$ cat config.mk
export PLATFORM = sky130hd
export DESIGN_NAME = tuner_i2c_ctrl
export DESIGN_NICKNAME = d
export VERILOG_FILES = /design/src/rtl/tuner_i2c_pkg.sv /design/src/rtl/tuner_line_filter.sv /design/src/rtl/tuner_reg_file.sv /design/src/rtl/tuner_i2c_ctrl.sv
export SDC_FILE = /design/constraint.sdc
export NUM_CORES = 1
export LEC_CHECK = 0
export BUFFER_PORTS_ARGS = -buffer_cell sky130_fd_sc_hd__buf_2
export CAP_MARGIN = 10
export CORE_MARGIN = 4
export CORE_UTILIZATION = 45
export CTS_CLUSTER_SIZE = 40
export DETAILED_ROUTE_END_ITERATION = 16
export PLACE_DENSITY = 0.75
export SETUP_SLACK_MARGIN = 0.3
export SYNTH_ARGS = -nofsm -noshare
export SYNTH_HDL_FRONTEND = slang
export SYNTH_SLANG_ARGS = --single-unit
$ cat constraint.sdc
create_clock -name clk -period 2.7 [get_ports clk]
set_input_delay 0.54 -clock clk [delete_from_list [all_inputs] [get_ports clk]]
set_output_delay 0.54 -clock clk [all_outputs]
set_load 0.05 [all_outputs]
$ cat src/rtl/tuner_i2c_pkg.sv
package tuner_i2c_pkg;
   typedef enum logic [2:0] {
      S_IDLE, S_ADDR, S_AACK, S_WR, S_WACK, S_RD, S_RACK, S_SKIP
   } bus_state_e;

   typedef enum logic {K_DIV, K_CTRL} byte_kind_e;

   localparam int BITS_PER_BYTE = 8;
   localparam int MAX_DATA_BYTES = 4;
endpackage

$ cat src/rtl/tuner_line_filter.sv
module tuner_line_filter #(
   parameter int FILT_LEN = 4
) (
   input  logic clk,
   input  logic rst_n,
   input  logic raw_i,
   output logic clean_o
);
   localparam int CW = $clog2(FILT_LEN + 1);

   if (FILT_LEN < 2) begin : g_bad_len
      $error("tuner_line_filter: FILT_LEN must be at least 2");
   end

   logic s1, s2;
   logic [CW-1:0] cnt;

   always_ff @(posedge clk or negedge rst_n) begin
      if (!rst_n) begin
         s1      <= 1'b1;
         s2      <= 1'b1;
         cnt     <= '0;
         clean_o <= 1'b1;
      end else begin
         s1 <= raw_i;
         s2 <= s1;
         if (s2 == clean_o) begin
            cnt <= '0;
         end else if (cnt == CW'(FILT_LEN - 1)) begin
            cnt     <= '0;
            clean_o <= s2;
         end else begin
            cnt <= cnt + 1'b1;
         end
      end
   end


   filt_hold_chk: assert property (@(posedge clk) disable iff (!rst_n)
      (clean_o != $past(clean_o)) |-> ($past(s2) == clean_o));
endmodule

$ cat src/rtl/tuner_reg_file.sv
module tuner_reg_file
   import tuner_i2c_pkg::*;
#(
   parameter int         DIV_HI_BITS   = 7,
   parameter int         TEST_LSB      = 3,
   parameter logic [2:0] AUX_TEST_CODE = 3'b011
) (
   input  logic                   clk,
   input  logic                   rst_n,
   input  logic                   frame_start_i,
   input  logic                   byte_stb_i,
   input  logic [7:0]             byte_i,
   input  logic                   por_evt_i,
   input  logic                   por_clr_i,
   input  logic                   lock_i,
   input  logic [2:0]             adc_i,
   output logic [DIV_HI_BITS+7:0] div_o,
   output logic [7:0]             ctrl_o,
   output logic [7:0]             band_o,
   output logic [7:0]             aux_o,
   output logic [7:0]             status_o
);
   localparam int IDX_W = $clog2(MAX_DATA_BYTES + 1);

   if (DIV_HI_BITS < 1 || DIV_HI_BITS > 7) begin : g_bad_div
      $error("tuner_reg_file: DIV_HI_BITS must be 1..7");
   end
   if (TEST_LSB < 0 || TEST_LSB > 4) begin : g_bad_test
      $error("tuner_reg_file: test field must fit below bit 7");
   end

   logic [IDX_W-1:0] idx;
   logic [7:0]       first_q;
   byte_kind_e       kind_q;
   logic             por_q;
   logic             take;

   assign take = byte_stb_i && (idx < IDX_W'(MAX_DATA_BYTES));

   always_ff @(posedge clk or negedge rst_n) begin
      if (!rst_n) begin
         idx     <= '0;
         first_q <= '0;
         kind_q  <= K_DIV;
         div_o   <= '0;
         ctrl_o  <= '0;
         band_o  <= '0;
         aux_o   <= '0;
      end else if (frame_start_i) begin
         idx <= '0;
      end else if (take) begin
         idx <= idx + 1'b1;
         if (!idx[0]) begin
            first_q <= byte_i;
            kind_q  <= byte_i[7] ? K_CTRL : K_DIV;
            if (byte_i[7]) ctrl_o <= byte_i;
         end else if (kind_q == K_DIV) begin
            div_o <= {first_q[DIV_HI_BITS-1:0], byte_i};
         end else if (ctrl_o[TEST_LSB +: 3] == AUX_TEST_CODE) begin
            aux_o <= byte_i;
         end else begin
            band_o <= byte_i;
         end
      end
   end

   always_ff @(posedge clk or negedge rst_n) begin
      if (!rst_n)         por_q <= 1'b1;
      else if (por_evt_i) por_q <= 1'b1;
      else if (por_clr_i) por_q <= 1'b0;
   end

   assign status_o = {por_q, lock_i, 3'b000, adc_i};


   div_commit_chk: assert property (@(posedge clk) disable iff (!rst_n)
      !$stable(div_o) |-> $past(byte_stb_i && idx[0]));

   por_set_chk: assert property (@(posedge clk) disable iff (!rst_n)
      $rose(por_q) |-> $past(por_evt_i));

   idx_sat_chk: assert property (@(posedge clk) disable iff (!rst_n)
      idx <= IDX_W'(MAX_DATA_BYTES));
endmodule

$ cat src/rtl/tuner_i2c_ctrl.sv
module tuner_i2c_ctrl
   import tuner_i2c_pkg::*;
#(
   parameter int         FILT_LEN      = 4,
   parameter logic [6:0] ADDR_BASE     = 7'h60,
   parameter int         DIV_HI_BITS   = 7,
   parameter int         TEST_LSB      = 3,
   parameter logic [2:0] AUX_TEST_CODE = 3'b011
) (
   input  logic                   clk,
   input  logic                   rst_n,
   input  logic                   scl_i,
   input  logic                   sda_i,
   input  logic [1:0]             addr_sel_i,
   input  logic [2:0]             adc_i,
   input  logic                   lock_i,
   input  logic                   por_evt_i,
   output logic                   sda_oe_o,
   output logic [DIV_HI_BITS+7:0] div_o,
   output logic [7:0]             ctrl_o,
   output logic [7:0]             band_o,
   output logic [7:0]             aux_o
);
   localparam int NLINES = 2;
   localparam int BIT_CW = $clog2(BITS_PER_BYTE + 1);
   localparam logic [BIT_CW-1:0] LAST_BIT = BIT_CW'(BITS_PER_BYTE);

   if (ADDR_BASE[1:0] != 2'b00) begin : g_bad_base
      $error("tuner_i2c_ctrl: ADDR_BASE bits 1:0 must be zero");
   end

   logic [NLINES-1:0] raw, clean;
   assign raw = {scl_i, sda_i};

   for (genvar g = 0; g < NLINES; g++) begin : g_line
      tuner_line_filter #(.FILT_LEN(FILT_LEN)) u_filt (
         .clk(clk), .rst_n(rst_n), .raw_i(raw[g]), .clean_o(clean[g]));
   end

   logic scl_f, sda_f, scl_d, sda_d;
   assign scl_f = clean[1];
   assign sda_f = clean[0];

   always_ff @(posedge clk or negedge rst_n) begin
      if (!rst_n) begin
         scl_d <= 1'b1;
         sda_d <= 1'b1;
      end else begin
         scl_d <= scl_f;
         sda_d <= sda_f;
      end
   end

   logic scl_rise, scl_fall, start_c, stop_c;
   assign scl_rise = scl_f & ~scl_d;
   assign scl_fall = ~scl_f & scl_d;
   assign start_c  = scl_f & scl_d & sda_d & ~sda_f;
   assign stop_c   = scl_f & scl_d & ~sda_d & sda_f;

   bus_state_e        st;
   logic [BIT_CW-1:0] bitcnt;
   logic [7:0]        sh, tx, status;
   logic              oe_q, rw_q, mack;
   logic              addr_hit, byte_stb, frame_start, por_clr;

   assign addr_hit    = (sh[7:1] == (ADDR_BASE | {5'b0, addr_sel_i}));
   assign byte_stb    = (st == S_WR) && scl_fall && (bitcnt == LAST_BIT) && !por_evt_i;
   assign frame_start = (st == S_AACK) && scl_fall && !rw_q && !por_evt_i;
   assign por_clr     = (st == S_RACK) && scl_fall && !mack && !por_evt_i;

   always_ff @(posedge clk or negedge rst_n) begin
      if (!rst_n) begin
         st <= S_IDLE; oe_q <= 1'b0; bitcnt <= '0;
         sh <= '0; tx <= '0; rw_q <= 1'b0; mack <= 1'b0;
      end else if (por_evt_i || stop_c) begin
         st <= S_IDLE; oe_q <= 1'b0;
      end else if (start_c) begin
         st <= S_ADDR; oe_q <= 1'b0; bitcnt <= '0;
      end else begin
         unique case (st)
            S_ADDR, S_WR: begin
               if (scl_rise) begin
                  sh     <= {sh[6:0], sda_f};
                  bitcnt <= bitcnt + 1'b1;
               end else if (scl_fall && bitcnt == LAST_BIT) begin
                  if (st == S_WR) begin
                     st <= S_WACK; oe_q <= 1'b1;
                  end else if (addr_hit) begin
                     st <= S_AACK; oe_q <= 1'b1; rw_q <= sh[0];
                  end else begin
                     st <= S_SKIP;
                  end
               end
            end
            S_AACK, S_WACK: begin
               if (scl_fall) begin
                  bitcnt <= '0;
                  if (st == S_AACK && rw_q) begin
                     st <= S_RD; tx <= status; oe_q <= ~status[7];
                  end else begin
                     st <= S_WR; oe_q <= 1'b0;
                  end
               end
            end
            S_RD: begin
               if (scl_rise) begin
                  bitcnt <= bitcnt + 1'b1;
               end else if (scl_fall) begin
                  if (bitcnt == LAST_BIT) begin
                     st <= S_RACK; oe_q <= 1'b0;
                  end else begin
                     tx <= {tx[6:0], 1'b0}; oe_q <= ~tx[6];
                  end
               end
            end
            S_RACK: begin
               if (scl_rise) begin
                  mack <= ~sda_f;
               end else if (scl_fall) begin
                  if (mack) begin
                     st <= S_RD; tx <= status; oe_q <= ~status[7]; bitcnt <= '0;
                  end else begin
                     st <= S_SKIP;
                  end
               end
            end
            default: ;
         endcase
      end
   end

   assign sda_oe_o = oe_q & ~por_evt_i;

   tuner_reg_file #(
      .DIV_HI_BITS(DIV_HI_BITS), .TEST_LSB(TEST_LSB), .AUX_TEST_CODE(AUX_TEST_CODE)
   ) u_regs (
      .clk(clk), .rst_n(rst_n), .frame_start_i(frame_start), .byte_stb_i(byte_stb),
      .byte_i(sh), .por_evt_i(por_evt_i), .por_clr_i(por_clr), .lock_i(lock_i),
      .adc_i(adc_i), .div_o(div_o), .ctrl_o(ctrl_o), .band_o(band_o), .aux_o(aux_o),
      .status_o(status));


   ack_window_chk: assert property (@(posedge clk) disable iff (!rst_n)
      sda_oe_o |-> (st inside {S_AACK, S_WACK, S_RD}));

   por_quiet_chk: assert property (@(posedge clk) disable iff (!rst_n)
      $past(por_evt_i) |-> (st == S_IDLE && !oe_q));

   rd_stable_chk: assert property (@(posedge clk) disable iff (!rst_n)
      (st == S_RD && scl_f && $past(scl_f) && $past(st) == S_RD) |-> $stable(oe_q));
endmodule

Word level (Yosys, flattened, before mapping)
Index checks and enable logic that the tools add are counted.

Word-level logic and storage cells: 184. Latch bits: 0. Output and inout bits: 40. Bits in writable memories: 0. Memories: 0. ROM bits: 0. Register bits after elaboration: 90. Bits of input ports: 11.

Multiplexer cells: 55. Multipliers: 0. Add/sub/neg operators: 4. Bitwise gates (word level): 25. Shift operators: 0. Eq/ne operators: 36. Reduce and logical (&&, ||, !) cells: 38. Magnitude comparators: 1. Divide/modulo/power cells: 0.

Operators by type and width (number): $mux 3 (19); $mux 7 (8); $mux 4 (6); $ne 4x4->1 const B (6); $pmux 7 s3 (1); $mux 1 (17); $not 1->1 (17); $ne 2x2->1 const B (8); $reduce_and 4->1 (4); $eq 3x2->1 const B (5); $reduce_and 7->1 (2); $logic_and 1x1->1 (12); $ne 3x3->1 const B (4); $ne 4x3->1 const B (3); $pmux 3 s4 (1); $pmux 4 s3 (1); $reduce_and 11->1 (1); $reduce_and 10->1 (1); $reduce_and 5->1 (2); $add 3x1->3 const B (3); $eq 3x3->1 const B (3); $reduce_and 9->1 (1); $and 1x1->1 (8); $eq 7x7->1 (1); 19 further kinds (25).

Longest topological paths before layout
Depth after elaboration: 8. Mapped depth: 9. Gate-level depth less buffers: 7.

Hierarchy
A second synthesis with hierarchy kept.

Cells, all modules: 325. Area total of the unflattened synthesis: 4150.2 sq um.

By module, submodules not included: tuner_reg_file (cells an instance 129, instances 1, area an instance 2049.5 sq um, seq. area each 1277.5 sq um); tuner_i2c_ctrl (cells an instance 170, instances 1, area an instance 1660.3 sq um, seq. area each 678.2 sq um); tuner_line_filter (cells an instance 13, instances 2, area an instance 220.2 sq um, seq. area each 153.9 sq um).

Least setup slack after synthesis
Ideal clock, no wire load.

Path type: input to register. Start: input por_evt_i. End: register u_regs.div_o[10]. Stages on the path: 8. Data arrival time: 2151 ps. Path slack: 424 ps. Required time: 2575 ps. Buffers on the path: 3. Setup time: 125 ps. Cells stage by stage: clkbuf_1 > nand2b_1 > or3_4 > and3_4 > and2_4 > buf_6 > buf_6 > mux2_4.

Word-level cells in the longest chain between the ends: 4. Elaborated cells on any way between the ends: 6. Classes of those cells: bitwise (1); reduce/logical (5).

Ends and longest elaborated chain: from (decl) (line tuner_i2c_ctrl.sv:17) `input logic por_evt_i,`; $logic_not 1->1 (*) (line tuner_i2c_ctrl.sv:67, tuner_i2c_ctrl.sv:68); $logic_and 1x1->1 (on tied branches) (line tuner_i2c_ctrl.sv:67, tuner_i2c_ctrl.sv:68); $logic_and 1x1->1 or $not 1->1 (tied branches); $reduce_and 4->1 (no source line) (*); to (signal assigned) (line tuner_reg_file.sv:58) `div_o <= {first_q[DIV_HI_BITS-1:0], byte_i};`; to (decl) (line tuner_reg_file.sv:17) `output logic [DIV_HI_BITS+7:0] div_o,`.

Every way passes the cells marked *; elsewhere a longest branch is shown, timed or not. A chain may end at the register's enable or synchronous reset.

Worst setup path in the final report
Start: register g_line[1].u_filt.clean_o. End: register st[1].

Word-level cells in the longest chain between the ends: 6. Elaborated cells on any way between the ends: 22. Classes of those cells: eq/ne (8); mux (2); bitwise (8); reduce/logical (4).

Ends and longest elaborated chain: from (decl) (line tuner_line_filter.sv:7) `output logic clean_o`; from (signal assigned) (line tuner_line_filter.sv:23) `clean_o <= 1'b1;`; from (signal assigned) (line tuner_line_filter.sv:31) `clean_o <= s2;`; $and 1x1->1 (line tuner_i2c_ctrl.sv:57, tuner_i2c_ctrl.sv:58); $and 1x1->1 (2 in series) (line tuner_i2c_ctrl.sv:58) `assign stop_c = scl_f & scl_d & ~sda_d & sda_f;`; $logic_or 1x1->1 (line tuner_i2c_ctrl.sv:75) `end else if (por_evt_i || stop_c) begin`; $ne 4x4->1 (no source line), or another cell as far along; $reduce_and 9->1 (no source line); to (signal assigned) (line tuner_i2c_ctrl.sv:73) `st <= S_IDLE; oe_q <= 1'b0; bitcnt <= '0;`; to (signal assigned) (line tuner_i2c_ctrl.sv:76) `st <= S_IDLE; oe_q <= 1'b0;`; to (signal assigned) (line tuner_i2c_ctrl.sv:78) `st <= S_ADDR; oe_q <= 1'b0; bitcnt <= '0;`; to (decl) (line tuner_i2c_ctrl.sv:60) `bus_state_e st;`.

Parallel ways exist; a longest one is shown, timed or not.

==> key figures <==
Yosys
  – Mapped Cells: 315
  – Synth warnings: 0
  – Register area share after synthesis: 55.54%
  – Top cell type's share of synthesized area: 49.74%
  – Top cells by area, synth: dfrtp_1 50%, mux2_2 15%, dfstp_2 5.8%
  – Post-synth EDFFs: 0
  – Syn nets: 331
  – Post-synthesis cell type count: 52
  – Post-synth top area cell: dfrtp_1
  – Top_reg_cell synth: dfrtp_1
  – Post-synth ARST share: 100.0%
  – Synth Cell Area: 4075 um^2
  – FF+latch count, synth: 90
  – Syn_area_per_cell: 12.94 um^2

Timing
  – # setup viols final: 0
  – Crit share post-route: 82.05%
  – Final hold vios: 0
  – RSZ-0062 raised after global routing: false
  – Fin crit period: 2.215 ns
  – Layout Skew: 0.009475 ns
  – Maximum operating frequency: 451.4 MHz
  – Slew Viols, Final: 0
  – Final worst setup slack: 0.4847 ns
  – Slew margin rel.: 67.35%
  – Final TNS setup: 0 ns
  – Slew @ Worst Pin: 0.4884 ns

Global routing
  – GR Overflow Total: 0
  – Initial antenna violation count: 0
  – Total Routing Usage GR: 15.93%
  – Vias in the first global route: 2606
  – Largest net degree at the start of global routing: 91
  – First-pass GRT wire length: 13050 um

Clock tree
  – H-tree levels: 3
  – Total CTS buffers: 9
  – CTS clk-pin slew, worst paths: 0.09 ns
  – Num Clock Sinks: 90
  – Skew-Pair Late Insertion Delay: 0.36 ns
  – Root Buffer: clkbuf_8
  – Clock buffer depth: 2
  – CTS tree: yes

Drt
  – # DRC: 0
  – Vias post-DR: 2654
  – First drt pass iteration count: 4
  – Post-DRT Antenna Nets: 0
  – Routed WL per cell: 16.43 um
  – Vias per cell: 5.439
  – Final wirelength: 8019 um
  – First DRT Iteration DRCs: 139

Die
  – Placement Rows: 34
  – Die Area: 10640 um^2
  – Initial Util: 46.50%
  – Die width: 103.2 um
  – Total core area: 8763 um^2
  – I/O pins: 51
  – Die height: 103.2 um

Place
  – Routability Congestion: 0.8558
  – Port Buffer Count: 50
  – HPWL after DPL: 5491 um
  – Place WS: 0.2649 ns
  – Placed Area: 4469 um^2
  – Placed insts: 469

Critical path
  – CP Max Fanout: 18
  – CP Launch Type: register
  – Crit path capture type: register
  – Arrival time at the worst endpoint: 2.45 ns
  – Worst Path Required: 2.94 ns
  – CP Class: register to register

Final layout
  – Most frequent cells in the layout: 81 x dfrtp_1, 55 x mux2_2, 49 x buf_2, 14 x nand2_1, 12 x o21ai_0
  – Final core occ: 54.01%
  – Fill cells: 758
  – Area delta synth->final: 16.15%
  – Commonest non-fill, non-tap cell in the layout: dfrtp_1
  – # nets final: 392
  – Final non-filler cell area: 4733 um^2
  – Post-Layout Cell Count: 488
  – Share of cells above drive strength 1: 43.68%
  – Antenna Cells: 0

Run
  – Max_cap viols: 0

Worst hold path
  – HP Class: input port to asynchronous set/reset pin

Outcome
  – Outcome: finished clean

Power
  – P_leak: 2.326 nW
  – P per Cell Area: 787.2 nW/um^2
  – VDD IR max: 0.3835 mV
final cells by class:
cell class	count	area [um^2]	area share [%]
clock buffers	9	123.9	2.617
inverters	12	45.04	0.9516
multi-input cells	200	1709	36.11
flip-flops and latches	90	2263	47.82
well taps	108	135.1	2.855
clock inverters	6	68.82	1.454
repair buffers	63	387.9	8.195
cell families after synthesis:
family          after synthesis  synth area share [%]
xor+xnor                      6                 1.290
fa+ha+maj                     5                 1.535
mux                          69                 19.86
flops                        90                 55.54
simple gates                 74                 11.21
compound gates               46                 7.646
buf+inv                      25                 2.917
synthesized netlist by cell type, types with 2 or more instances:
cell type	number
o31ai_1	3
inv_1	11
and3b_1	3
a21oi_1	8
dfstp_2	9
nand2_1	15
buf_2	2
nand4bb_1	2
and4_1	2
nor3b_1	4
a31oi_1	5
nor3_1	3
and3_1	2
ha_1	5
dfrtp_1	81
nor2b_1	11
a31o_2	3
a211o_1	3
mux2i_1	4
mux2_4	10
o211ai_1	3
nand3_1	6
nand3b_1	2
o21ai_0	12
nand2b_1	6
mux2_2	55
nor2_1	6
clkbuf_1	8
or2_2	2
xnor2_1	5
buf_6	3
per-stage QoR:
| step | power [W] | hold slack (ns) |
|---|---|---|
| final | 0.003726 | 0.1944 |
| after global routing | 0.003960 | 0.2157 |
| after floorplan | 0.002542 | 0.2444 |
| after global placement | 0.002827 | 0.3459 |
| after CTS | 0.003743 | 0.2135 |
| after detailed placement | 0.002842 | 0.3490 |
registers in the layout, indices dropped and copies added, names as in the netlist, 2 cells and up:
register / count
u_regs.div_o: 15
sh: 8
u_regs.aux_o: 8
u_regs.band_o: 8
u_regs.ctrl_o: 8
tx: 7
u_regs.first_q: 7
g_line.u_filt.cnt: 6
bitcnt: 4
st: 3
u_regs.idx: 3
g_line.u_filt.clean_o: 2
g_line.u_filt.s1: 2
g_line.u_filt.s2: 2
critical path, cell delays in order, from the launching register on:
cell and delay, ns:
dfstp_2 0.72, nor3b_1 0.40, a21oi_1 0.14, a211o_1 0.33, and2_1 0.20, mux2_2 0.30
path summary, 6_finish.rpt:
check	startpoint	end	slack, ns	depth (start not counted)
min	rst_n	u_regs.band_o[3]$_DFFE_PN0P_	0.19	2
max reg2reg	g_line[1].u_filt.clean_o$_DFFE_PN1P_	st[1]$_DFFE_PN0P_	0.48	5
max in group asynchronous	rst_n	g_line[1].u_filt.s2$_DFF_PN1_	2.11	2
max	g_line[1].u_filt.clean_o$_DFFE_PN1P_	st[1]$_DFFE_PN0P_	0.48	5
min in group clk	scl_i	g_line[1].u_filt.s1$_DFF_PN1_	0.28	1
min reg2reg	g_line[1].u_filt.s1$_DFF_PN1_	g_line[1].u_filt.s2$_DFF_PN1_	0.36	0
metal layers:
| metal | global-route usage, % | wire length [um] | vias to the layer above |
|---|---|---|---|
| met5 | 0 | 0 | - |
| met3 | 4.804 | 507 | 8 |
| met4 | 4.681 | 66 | 0 |
| met2 | 23.73 | 3768 | 85 |
| li1 | - | - | 1249 |
| met1 | 22.62 | 3677 | 1312 |
report_power, final:
group          leakage (nW)  total (W)  internal [W]  switching (W)
clock network        0.0835   0.000897      0.000424       0.000474
registers              1.19    0.00176       0.00156       0.000198
logic                  1.05    0.00107      0.000484       0.000582
total                  2.33    0.00373       0.00247        0.00125
what timing repair did:
action | in CTS | in global routing
pin swaps | 0 | 1
cloned | 0 | 0
hold buffers | 0 | 0
endpoints found under the setup margin | 8 | 30
buffers inserted | 2 | 2
resized for setup | 0 | 3
No activity file was read; power rests on OpenSTA's default activity.
